### src/rtl/sfs_pkg.sv
package sfs_pkg;

  typedef enum logic [1:0] {
    CH_SLOW = 2'd0,
    CH_FULL = 2'd1,
    CH_HALF = 2'd2,
    CH_RSVD = 2'd3
  } chan_mode_e;

endpackage

### src/rtl/sfs_ctrl.sv
module sfs_ctrl
  import sfs_pkg::*;
#(
  parameter int SLOW_LEN = 4,
  parameter int FULL_LEN = 8,
  parameter int HALF_LEN = 6,
  parameter int IDX_W    = 3
) (
  input  logic             clk,
  input  logic             rst,
  input  logic             start_i,
  input  logic [1:0]       mode_i,
  input  logic             strobe_i,
  output logic             nxt_act_o,
  output chan_mode_e       nxt_mode_o,
  output logic [IDX_W-1:0] nxt_idx_o,
  output logic             nxt_last_o,
  output logic             cur_act_o,
  output chan_mode_e       cur_mode_o
);

  localparam logic [IDX_W-1:0] SLOW_LAST = IDX_W'(SLOW_LEN - 1);
  localparam logic [IDX_W-1:0] FULL_LAST = IDX_W'(FULL_LEN - 1);
  localparam logic [IDX_W-1:0] HALF_LAST = IDX_W'(HALF_LEN - 1);

  logic             act_q;
  chan_mode_e       mode_q;
  logic [IDX_W-1:0] idx_q;
  logic             cur_last;
  logic             go;

  function automatic logic [IDX_W-1:0] last_of(chan_mode_e m);
    case (m)
      CH_FULL: last_of = FULL_LAST;
      CH_HALF: last_of = HALF_LAST;
      default: last_of = SLOW_LAST;
    endcase
  endfunction

  assign cur_last = (idx_q == last_of(mode_q));
  assign go       = start_i && (chan_mode_e'(mode_i) != CH_RSVD);

  always_comb begin
    nxt_act_o  = act_q;
    nxt_mode_o = mode_q;
    nxt_idx_o  = idx_q;
    if (go) begin
      nxt_act_o  = 1'b1;
      nxt_mode_o = chan_mode_e'(mode_i);
      nxt_idx_o  = '0;
    end else if (act_q && strobe_i) begin
      if (cur_last) nxt_act_o = 1'b0;
      else          nxt_idx_o = idx_q + 1'b1;
    end
    nxt_last_o = (nxt_idx_o == last_of(nxt_mode_o));
  end

  always_ff @(posedge clk) begin
    if (rst) begin
      act_q  <= 1'b0;
      mode_q <= CH_SLOW;
      idx_q  <= '0;
    end else begin
      act_q  <= nxt_act_o;
      mode_q <= nxt_mode_o;
      idx_q  <= nxt_idx_o;
    end
  end

  assign cur_act_o  = act_q;
  assign cur_mode_o = mode_q;

  // a reserved start on an idle block keeps it idle
  p_rsvd_idle_r10: assert property (@(posedge clk) disable iff (rst)
    (!act_q && start_i && chan_mode_e'(mode_i) == CH_RSVD) |=> !act_q);

  // mode is held for the whole sequence when no start arrives
  p_mode_held_r2: assert property (@(posedge clk) disable iff (rst)
    (act_q && !start_i) |=> (mode_q == $past(mode_q)));

endmodule

### src/rtl/sfs_flag_dec.sv
module sfs_flag_dec
  import sfs_pkg::*;
#(
  parameter int FULL_LEN = 8,
  parameter int HALF_LEN = 6,
  parameter int IDX_W    = 3
) (
  input  logic             act_i,
  input  chan_mode_e       mode_i,
  input  logic [IDX_W-1:0] idx_i,
  output logic             even_use_o,
  output logic             odd_use_o
);

  localparam int FULL_SPLIT = FULL_LEN / 2;
  localparam int HALF_EDGE  = HALF_LEN / 3;
  localparam logic [IDX_W-1:0] FULL_SPLIT_I = IDX_W'(FULL_SPLIT);
  localparam logic [IDX_W-1:0] HALF_EVEN_END = IDX_W'(HALF_LEN - HALF_EDGE);
  localparam logic [IDX_W-1:0] HALF_ODD_BEG  = IDX_W'(HALF_EDGE);

  always_comb begin
    even_use_o = 1'b0;
    odd_use_o  = 1'b0;
    if (act_i) begin
      case (mode_i)
        CH_SLOW: begin
          even_use_o = 1'b1;
          odd_use_o  = 1'b1;
        end
        CH_FULL: begin
          even_use_o = (idx_i <  FULL_SPLIT_I);
          odd_use_o  = (idx_i >= FULL_SPLIT_I);
        end
        CH_HALF: begin
          even_use_o = (idx_i <  HALF_EVEN_END);
          odd_use_o  = (idx_i >= HALF_ODD_BEG);
        end
        default: begin
          even_use_o = 1'b0;
          odd_use_o  = 1'b0;
        end
      endcase
    end
  end

endmodule

### src/rtl/steal_flag_seq.sv
module steal_flag_seq
  import sfs_pkg::*;
#(
  parameter int SLOW_LEN = 4,
  parameter int FULL_LEN = 8,
  parameter int HALF_LEN = 6,
  parameter int MAX_LEN  = (FULL_LEN > HALF_LEN) ? ((FULL_LEN > SLOW_LEN) ? FULL_LEN : SLOW_LEN)
                                                 : ((HALF_LEN > SLOW_LEN) ? HALF_LEN : SLOW_LEN),
  parameter int IDX_W    = (MAX_LEN > 1) ? $clog2(MAX_LEN) : 1
) (
  input  logic             clk,
  input  logic             rst,
  input  logic             start_i,
  input  logic [1:0]       mode_i,
  input  logic             strobe_i,
  output logic             hu_o,
  output logic             hl_o,
  output logic [IDX_W-1:0] burst_idx_o,
  output logic             even_used_o,
  output logic             odd_used_o,
  output logic             done_o
);

  logic             nxt_act;
  chan_mode_e       nxt_mode;
  logic [IDX_W-1:0] nxt_idx;
  logic             nxt_last;
  logic             cur_act;
  chan_mode_e       cur_mode;
  logic             even_use;
  logic             odd_use;

  sfs_ctrl #(
    .SLOW_LEN(SLOW_LEN),
    .FULL_LEN(FULL_LEN),
    .HALF_LEN(HALF_LEN),
    .IDX_W   (IDX_W)
  ) ctrl_i (
    .clk       (clk),
    .rst       (rst),
    .start_i   (start_i),
    .mode_i    (mode_i),
    .strobe_i  (strobe_i),
    .nxt_act_o (nxt_act),
    .nxt_mode_o(nxt_mode),
    .nxt_idx_o (nxt_idx),
    .nxt_last_o(nxt_last),
    .cur_act_o (cur_act),
    .cur_mode_o(cur_mode)
  );

  sfs_flag_dec #(
    .FULL_LEN(FULL_LEN),
    .HALF_LEN(HALF_LEN),
    .IDX_W   (IDX_W)
  ) dec_i (
    .act_i     (nxt_act),
    .mode_i    (nxt_mode),
    .idx_i     (nxt_idx),
    .even_use_o(even_use),
    .odd_use_o (odd_use)
  );

  always_ff @(posedge clk) begin
    if (rst) begin
      hu_o        <= 1'b0;
      hl_o        <= 1'b0;
      even_used_o <= 1'b0;
      odd_used_o  <= 1'b0;
      done_o      <= 1'b0;
      burst_idx_o <= '0;
    end else begin
      hu_o        <= even_use;
      hl_o        <= odd_use;
      even_used_o <= even_use;
      odd_used_o  <= odd_use;
      done_o      <= nxt_act && nxt_last;
      burst_idx_o <= nxt_idx;
    end
  end

  // a valid start presents burst 0 with at least one flag
  p_start_zero_r2: assert property (@(posedge clk) disable iff (rst)
    (start_i && chan_mode_e'(mode_i) != CH_RSVD) |=> (burst_idx_o == '0 && (hu_o || hl_o)));

  // a strobe on a non-final burst advances the index by one
  p_advance_r3: assert property (@(posedge clk) disable iff (rst)
    (cur_act && strobe_i && !start_i && !done_o) |=> (burst_idx_o == $past(burst_idx_o) + 1'b1));

  // without start or strobe the presented burst does not move
  p_hold_r3: assert property (@(posedge clk) disable iff (rst)
    (!start_i && !strobe_i) |=> ($stable(burst_idx_o) && $stable(hu_o) && $stable(hl_o)));

  // slow mode sets both flags on every burst
  p_slow_both_r4: assert property (@(posedge clk) disable iff (rst)
    (cur_act && cur_mode == CH_SLOW) |-> (hu_o && hl_o));

  // every presented burst uses at least one bit parity
  p_some_use_r7: assert property (@(posedge clk) disable iff (rst)
    cur_act |-> (even_used_o || odd_used_o));

  // strobe on the final burst ends the sequence and keeps the index
  p_done_end_r8: assert property (@(posedge clk) disable iff (rst)
    (done_o && strobe_i && !start_i) |=> (!hu_o && !hl_o && !done_o && $stable(burst_idx_o)));

  // with no sequence active, nothing is flagged
  p_idle_quiet_r8: assert property (@(posedge clk) disable iff (rst)
    !cur_act |-> (!hu_o && !hl_o && !done_o));

endmodule

### config.mk
export PLATFORM = sky130hd
export DESIGN_NAME = steal_flag_seq
export DESIGN_NICKNAME = d
export VERILOG_FILES = /design/src/rtl/sfs_pkg.sv /design/src/rtl/sfs_ctrl.sv /design/src/rtl/sfs_flag_dec.sv /design/src/rtl/steal_flag_seq.sv
export SDC_FILE = /design/constraint.sdc
export NUM_CORES = 1
export LEC_CHECK = 0
export ABC_AREA = 1
export BUFFER_PORTS_ARGS = -buffer_cell sky130_fd_sc_hd__buf_4
export CAP_MARGIN = 15
export CELL_PAD_IN_SITES_DETAIL_PLACEMENT = 2
export CELL_PAD_IN_SITES_GLOBAL_PLACEMENT = 2
export CORE_MARGIN = 4
export CORE_UTILIZATION = 32
export CTS_BUF_LIST = sky130_fd_sc_hd__clkbuf_4
export DETAILED_ROUTE_END_ITERATION = 8
export PLACE_DENSITY_LB_ADDON = 0.12
export SLEW_MARGIN = 20
export SYNTH_ARGS = -nofsm -noshare
export SYNTH_HDL_FRONTEND = slang
export SYNTH_HIERARCHICAL = 1
export SYNTH_SLANG_ARGS = --single-unit
### constraint.sdc
create_clock -name clk -period 3 [get_ports clk]
set_clock_uncertainty 0.05 [all_clocks]
set_input_delay 0.15 -clock clk [delete_from_list [all_inputs] [get_ports clk]]
set_output_delay 0.15 -clock clk [all_outputs]
set_load 0.02 [all_outputs]
==> flow_metrics.env, run 1 <==
export IMPL_status="complete, no violations"
export IMPL_synthMuxAreaShare_pct=0
export IMPL_final_core_util_pct=41.79
export IMPL_grt_max_degree=13
export IMPL_ant_nets=0
export IMPL_drt_iter0_drc=4
export IMPL_port_buffers=13
export IMPL_grt_pass1_wl_microns=2870
export IMPL_avgViaCountPerCell=4.514
export IMPL_n_fill_cell=265
export IMPL_coreArea_sq_um=2042
export IMPL_hold_violations=0
export IMPL_fp_row_count=16
export IMPL_syn_area_sq_um=710.7
export IMPL_clk_pin_slew_ns=0.08
export IMPL_areaGrowthSynthToFinish_pct=20.07
export IMPL_io_pins=14
export IMPL_synth_nets=117
export IMPL_antenna_cells=0
export IMPL_setup_violations=0
export IMPL_ys_seq_area_share_pct=33.80
export IMPL_required_ns=3.17
export IMPL_synth_top_family_by_area="simple AND/OR/NAND/NOR gates"
export IMPL_synth_simple_area_share_pct=32.75
export IMPL_synth_xor_area_share_pct=0
export IMPL_synth_warnings=6
export IMPL_r2r_slack_ns=1.12
export IMPL_r2r_start="ctrl_i/cur_mode_o[0]"
export IMPL_synth_compound_area_share_pct=4.754
export IMPL_synth_fa_ha_area_share_pct=12.32
export IMPL_finalNetCount=133
export IMPL_hold_path_endpoint="even_used_o"
export IMPL_avgSynthCellArea_sq_um=6.833
export IMPL_final_cell_mix="inv_1, nor2_1, nand2_1"
export IMPL_vias=659
export IMPL_max_cap_viol_count=0
export IMPL_crit_fanout=5
export IMPL_ys_types=17
export IMPL_fin_area_sq_um=853.3
export IMPL_insertion_delay_ns=0.28
export IMPL_finalNonFillerCells=146
export IMPL_tightest_slew_ns=0.3367
export IMPL_synth_seq_cells=12
export IMPL_drive_above_1_share_pct=22.69
export IMPL_htreeDepth=1
export IMPL_critPathKind="reg -> reg"
export IMPL_cp_start_kind="register"
export IMPL_grt_pass1_vias=683
export IMPL_reg2regPathDepth=15
export IMPL_min_path_type="in -> reg"
export IMPL_post_route_period_util_pct=62.77
export IMPL_drt_total_wl_microns=1669
export IMPL_start_util_pct=34.80
export IMPL_startpoint="ctrl_i/cur_mode_o[0]"
export IMPL_antenna_found_initial=0
export IMPL_grt_overflow_total=0
export IMPL_hold_slack_ns=0.08953
export IMPL_cts_root_buf="clkbuf_4"
export IMPL_dieArea_sq_um=3039
export IMPL_drtPass1Iterations=3
export IMPL_fp_dieW_microns=55.13
export IMPL_power_leakage_nw=0.4615
export IMPL_synthCells=104
export IMPL_whs_path_depth=2
export IMPL_drc=0
export IMPL_cts_buffers_inserted=3
export IMPL_die_height_microns=55.13
export IMPL_critical_path_arrival_ns=2.05
export IMPL_cts_sinks=12
export IMPL_final_common_cell="inv_1"
export IMPL_rsz0062_at_grt="no"
export IMPL_reg2reg_to="odd_used_o"
export IMPL_finalMaxSlewViolations=0
export IMPL_cts_max_path_buffers=2
export IMPL_dpl_cell_area_sq_um=827.0
export IMPL_ir_drop_uv=187.9
export IMPL_wire_per_inst_microns=11.43
export IMPL_holdBufCountCts=0
export IMPL_powerDensity_nw_per_um2=429.9
export IMPL_period_needed_ns=1.883
export IMPL_min_from="rst"
export IMPL_cts_tree="done"
export IMPL_dp_cells=142
export IMPL_fmax_mhz=531.1
export IMPL_fin_setup_tns_ns=0
export IMPL_cp_end_kind="register"
export IMPL_routabilityCongestion=0.7371
export IMPL_cts_setup_buffers=0
export IMPL_max_slew_margin_pct=77.55
export IMPL_post_cts_resized=0
export IMPL_grt_use_total_pct=13.79
export IMPL_hpwlAfterDp_microns=1407
==> power by group <==
group / switching, mW / internal [mW] / total (mW) / leakage [nW]
registers: 0.00437 / 0.167 / 0.172 / 0.0981
logic: 0.0542 / 0.0337 / 0.0879 / 0.348
clock network: 0.0590 / 0.0482 / 0.107 / 0.0154
==> metal layers <==
layer,track usage (%),part of all wire (%)
met5,0,0
met4,8.502,0.60
met3,3.217,2.9
met2,22.44,50
met1,16.24,47
==> cell usage after synthesis, drive strengths merged <==
cell type / number / area (sq um)
a21oi: 4 / 20.02
nand2: 17 / 73.82
ha: 7 / 87.58
inv: 27 / 101.4
nor2: 21 / 83.83
a211oi: 1 / 7.510
nand4: 3 / 18.77
or2: 1 / 6.260
buf: 2 / 15.01
dfxtp: 12 / 240.2
a31oi: 1 / 6.260
nand3: 8 / 50.05
==> how the worst max path moves through the flow <==
stage	to	cells after the start
global route	odd_used_o	15
floorplan	odd_used_o	15
finish	odd_used_o	15
global placement	odd_used_o	15
CTS	odd_used_o	15
detailed placement	odd_used_o	15
==> flip-flops by register name, indices dropped and copies added (netlist names) <==
register           count
ctrl_i/cur_mode_o      2
even_used_o            1
ctrl_i/idx_q           3
burst_idx_o            3
ctrl_i/cur_act_o       1
odd_used_o             1
done_o                 1
==> worst max-delay path: stages (launching register included) <==
cell and delay [ns]:
dfxtp_1 0.32, inv_1 0.06, ha_1 0.30, nand2_1 0.07, inv_1 0.05, nor2_2 0.13
nand2_4 0.08, nand4_1 0.12, nand3_2 0.12, inv_1 0.13, nor2_1 0.05, nor2_1 0.09
nor2_1 0.06, nor2_1 0.09, inv_1 0.04, nor2_1 0.06
==> area by class of cell <==
class | instances | area (sq um) | area share, %
tap | 27 | 33.78 | 3.959
sequential | 12 | 240.2 | 28.15
inverter | 27 | 101.3 | 11.88
multi-input combinational | 63 | 354.1 | 41.50
clock buffer | 3 | 22.52 | 2.639
clock inverter | 1 | 3.754 | 0.4399
timing repair buffer | 13 | 97.59 | 11.44
==> logic make-up (layout without fill, tap and decap cells) <==
family	after synthesis	after routing
flip-flops	12	12
AND/OR/NAND/NOR	50	50
buffers and inverters	29	44
AO/OA/AOI/OAI	6	6
adder cells (fa/ha/maj)	7	7
==> through the flow <==
step / power, mW / setup slack, ns
4_1_cts: 0.3762 / 1.085
2_1_floorplan: 0.2364 / 1.357
5_1_grt: 0.3967 / 0.8925
3_3_place_gp: 0.2610 / 1.186
3_5_place_dp: 0.2657 / 1.121
6_report: 0.3668 / 1.117
No activity file was read; power rests on OpenSTA's default activity.
==> run 2, diff against run 1 <==
- CORE_UTILIZATION: 32 -> 30
- clock period: 3 -> 1.9 ns (I/O delays scaled with it)
==> flow_metrics.env, run 2 (synthesized netlist as in run 1, its figures left out) <==
export IMPL_status="complete, no violations"
export IMPL_cp_start_kind="register"
export IMPL_cts_root_buf="clkbuf_4"
export IMPL_drive_above_1_share_pct=36.80
export IMPL_tightest_slew_ns=0.3267
export IMPL_critical_path_arrival_ns=1.98
export IMPL_vias=703
export IMPL_finalMaxSlewViolations=0
export IMPL_fin_setup_tns_ns=0
export IMPL_routabilityCongestion=0.7358
export IMPL_drt_iter0_drc=2
export IMPL_cts_sinks=12
export IMPL_grt_pass1_vias=759
export IMPL_grt_max_degree=13
export IMPL_crit_path_max_incr_delay_ns=0.33
export IMPL_powerDensity_nw_per_um2=643.7
export IMPL_final_cell_mix="buf_4, inv_1, nor2_1"
export IMPL_timing_critical_path_buf_inv=6
export IMPL_wire_per_inst_microns=14.10
export IMPL_ir_drop_uv=395.7
export IMPL_areaGrowthSynthToFinish_pct=31.51
export IMPL_cts_buffers_inserted=3
export IMPL_die_height_microns=56.67
export IMPL_finalNetCount=139
export IMPL_hold_violations=0
export IMPL_fp_dieW_microns=56.67
export IMPL_fp_row_count=17
export IMPL_post_route_period_util_pct=95.09
export IMPL_final_common_cell="buf_4"
export IMPL_cts_max_path_buffers=2
export IMPL_multiInputGateArea_sq_um=386.6
export IMPL_min_path_type="in -> reg"
export IMPL_insertion_delay_ns=0.28
export IMPL_regArea_sq_um=242.7
export IMPL_htreeDepth=1
export IMPL_max_cap_viol_count=0
export IMPL_critPathMostFrequentCell="inv_2"
export IMPL_max_slew_margin_pct=78.22
export IMPL_ant_nets=0
export IMPL_cp_end_kind="register"
export IMPL_hpwlAfterDp_microns=1475
export IMPL_rsz0062_at_grt="yes"
export IMPL_crit_slowest_cell="dfxtp_2"
export IMPL_port_buffers=13
export IMPL_power_leakage_nw=0.4832
export IMPL_grt_overflow_total=0
export IMPL_drc=0
export IMPL_fmax_mhz=553.5
export IMPL_crit_fanout=5
export IMPL_power_uw=601.6
export IMPL_drtPass1Iterations=2
export IMPL_drt_total_wl_microns=2158
export IMPL_start_util_pct=31.82
export IMPL_dieArea_sq_um=3211
export IMPL_n_fill_cell=282
export IMPL_period_needed_ns=1.807
export IMPL_grt_use_total_pct=13.66
export IMPL_coreArea_sq_um=2233
export IMPL_setup_violations=0
export IMPL_cts_tree="done"
export IMPL_clk_pin_slew_ns=0.08
export IMPL_io_pins=14
export IMPL_holdBufCountCts=0
export IMPL_grt_pass1_wl_microns=3408
export IMPL_antenna_cells=0
export IMPL_crit_chain="inv_2 > ha_4 > nand2_2 > inv_2 > nor2_2 > nand2_4 > nand4_1 > nand3_2 > inv_2 > buf_4 > inv_1 > nand2_1 > a21oi_1 > inv_1 > nor2_1"
export IMPL_required_ns=2.07
export IMPL_antenna_found_initial=0
export IMPL_avgViaCountPerCell=4.595
export IMPL_critPathKind="reg -> reg"
export IMPL_critPathTopFamily="simple AND/OR/NAND/NOR gates"
## run 2: repair_timing
action                                  in CTS  in global routing
buffers inserted                             0                  5
gates resized for setup                      0                 13
endpoints found under the setup margin       0                  3
## run 2: where the power goes
group	internal [mW]	total, mW	switching (mW)
Sequential	0.265	0.272	0.00749
Combinational	0.0625	0.160	0.0978
Clock	0.0762	0.169	0.0929
## run 2: worst paths after layout
check / from / endpoint / slack (ns) / cells past startpoint
setup reg to reg: ctrl_i/cur_mode_o[0] / even_used_o / 0.09 / 15
setup / recovery: ctrl_i/cur_mode_o[0] / even_used_o / 0.09 / 15
hold reg to reg: ctrl_i/cur_act_o / ctrl_i/cur_act_o / 0.47 / 2
hold / removal: rst / odd_used_o / 0.04 / 2
## run 2: worst register-to-register path, cell delays in order, from the launching register on
cell and delay (ns):
dfxtp_2 0.33, inv_2 0.04, ha_4 0.27, nand2_2 0.05
inv_2 0.06, nor2_2 0.04, nand2_4 0.09, nand4_1 0.16
nand3_2 0.12, inv_2 0.06, buf_4 0.12, inv_1 0.04
nand2_1 0.04, a21oi_1 0.13, inv_1 0.07, nor2_1 0.09
## run 2: layout make-up
cell class,count,share of cell area [%]
clock buffers,3,2.410
clock inverters,1,0.4016
inverters,27,10.84
multi-input cells,63,41.37
flip-flops and latches,12,25.97
well taps,28,3.748
repair buffers,19,15.26
## run 2: per-layer routing
layer,vias to the layer above,track usage [%],part of all wire (%)
li1,352,-,-
met4,0,3.051,0.79
met3,2,4.828,3.4
met2,10,25.08,56
met5,-,0,0
met1,339,14.78,40
## run 2: through the flow
stage / instances / setup WS (ns) / hold slack, ns / instance area (sq um) / utilization [%]
2_1_floorplan: 104 / 0.2574 / 0.1144 / 710.7 / -
3_3_place_gp: 144 / 0.1344 / 0.3282 / 835.8 / 37.42
4_1_cts: 148 / 0.01116 / 0.03694 / 862.1 / 38.60
6_report: 153 / 0.09323 / 0.03845 / 934.6 / 41.85
3_5_place_dp: 144 / 0.06042 / 0.3424 / 835.8 / 37.42
5_1_grt: 153 / -0.06189 / 0.04828 / 934.6 / 41.85
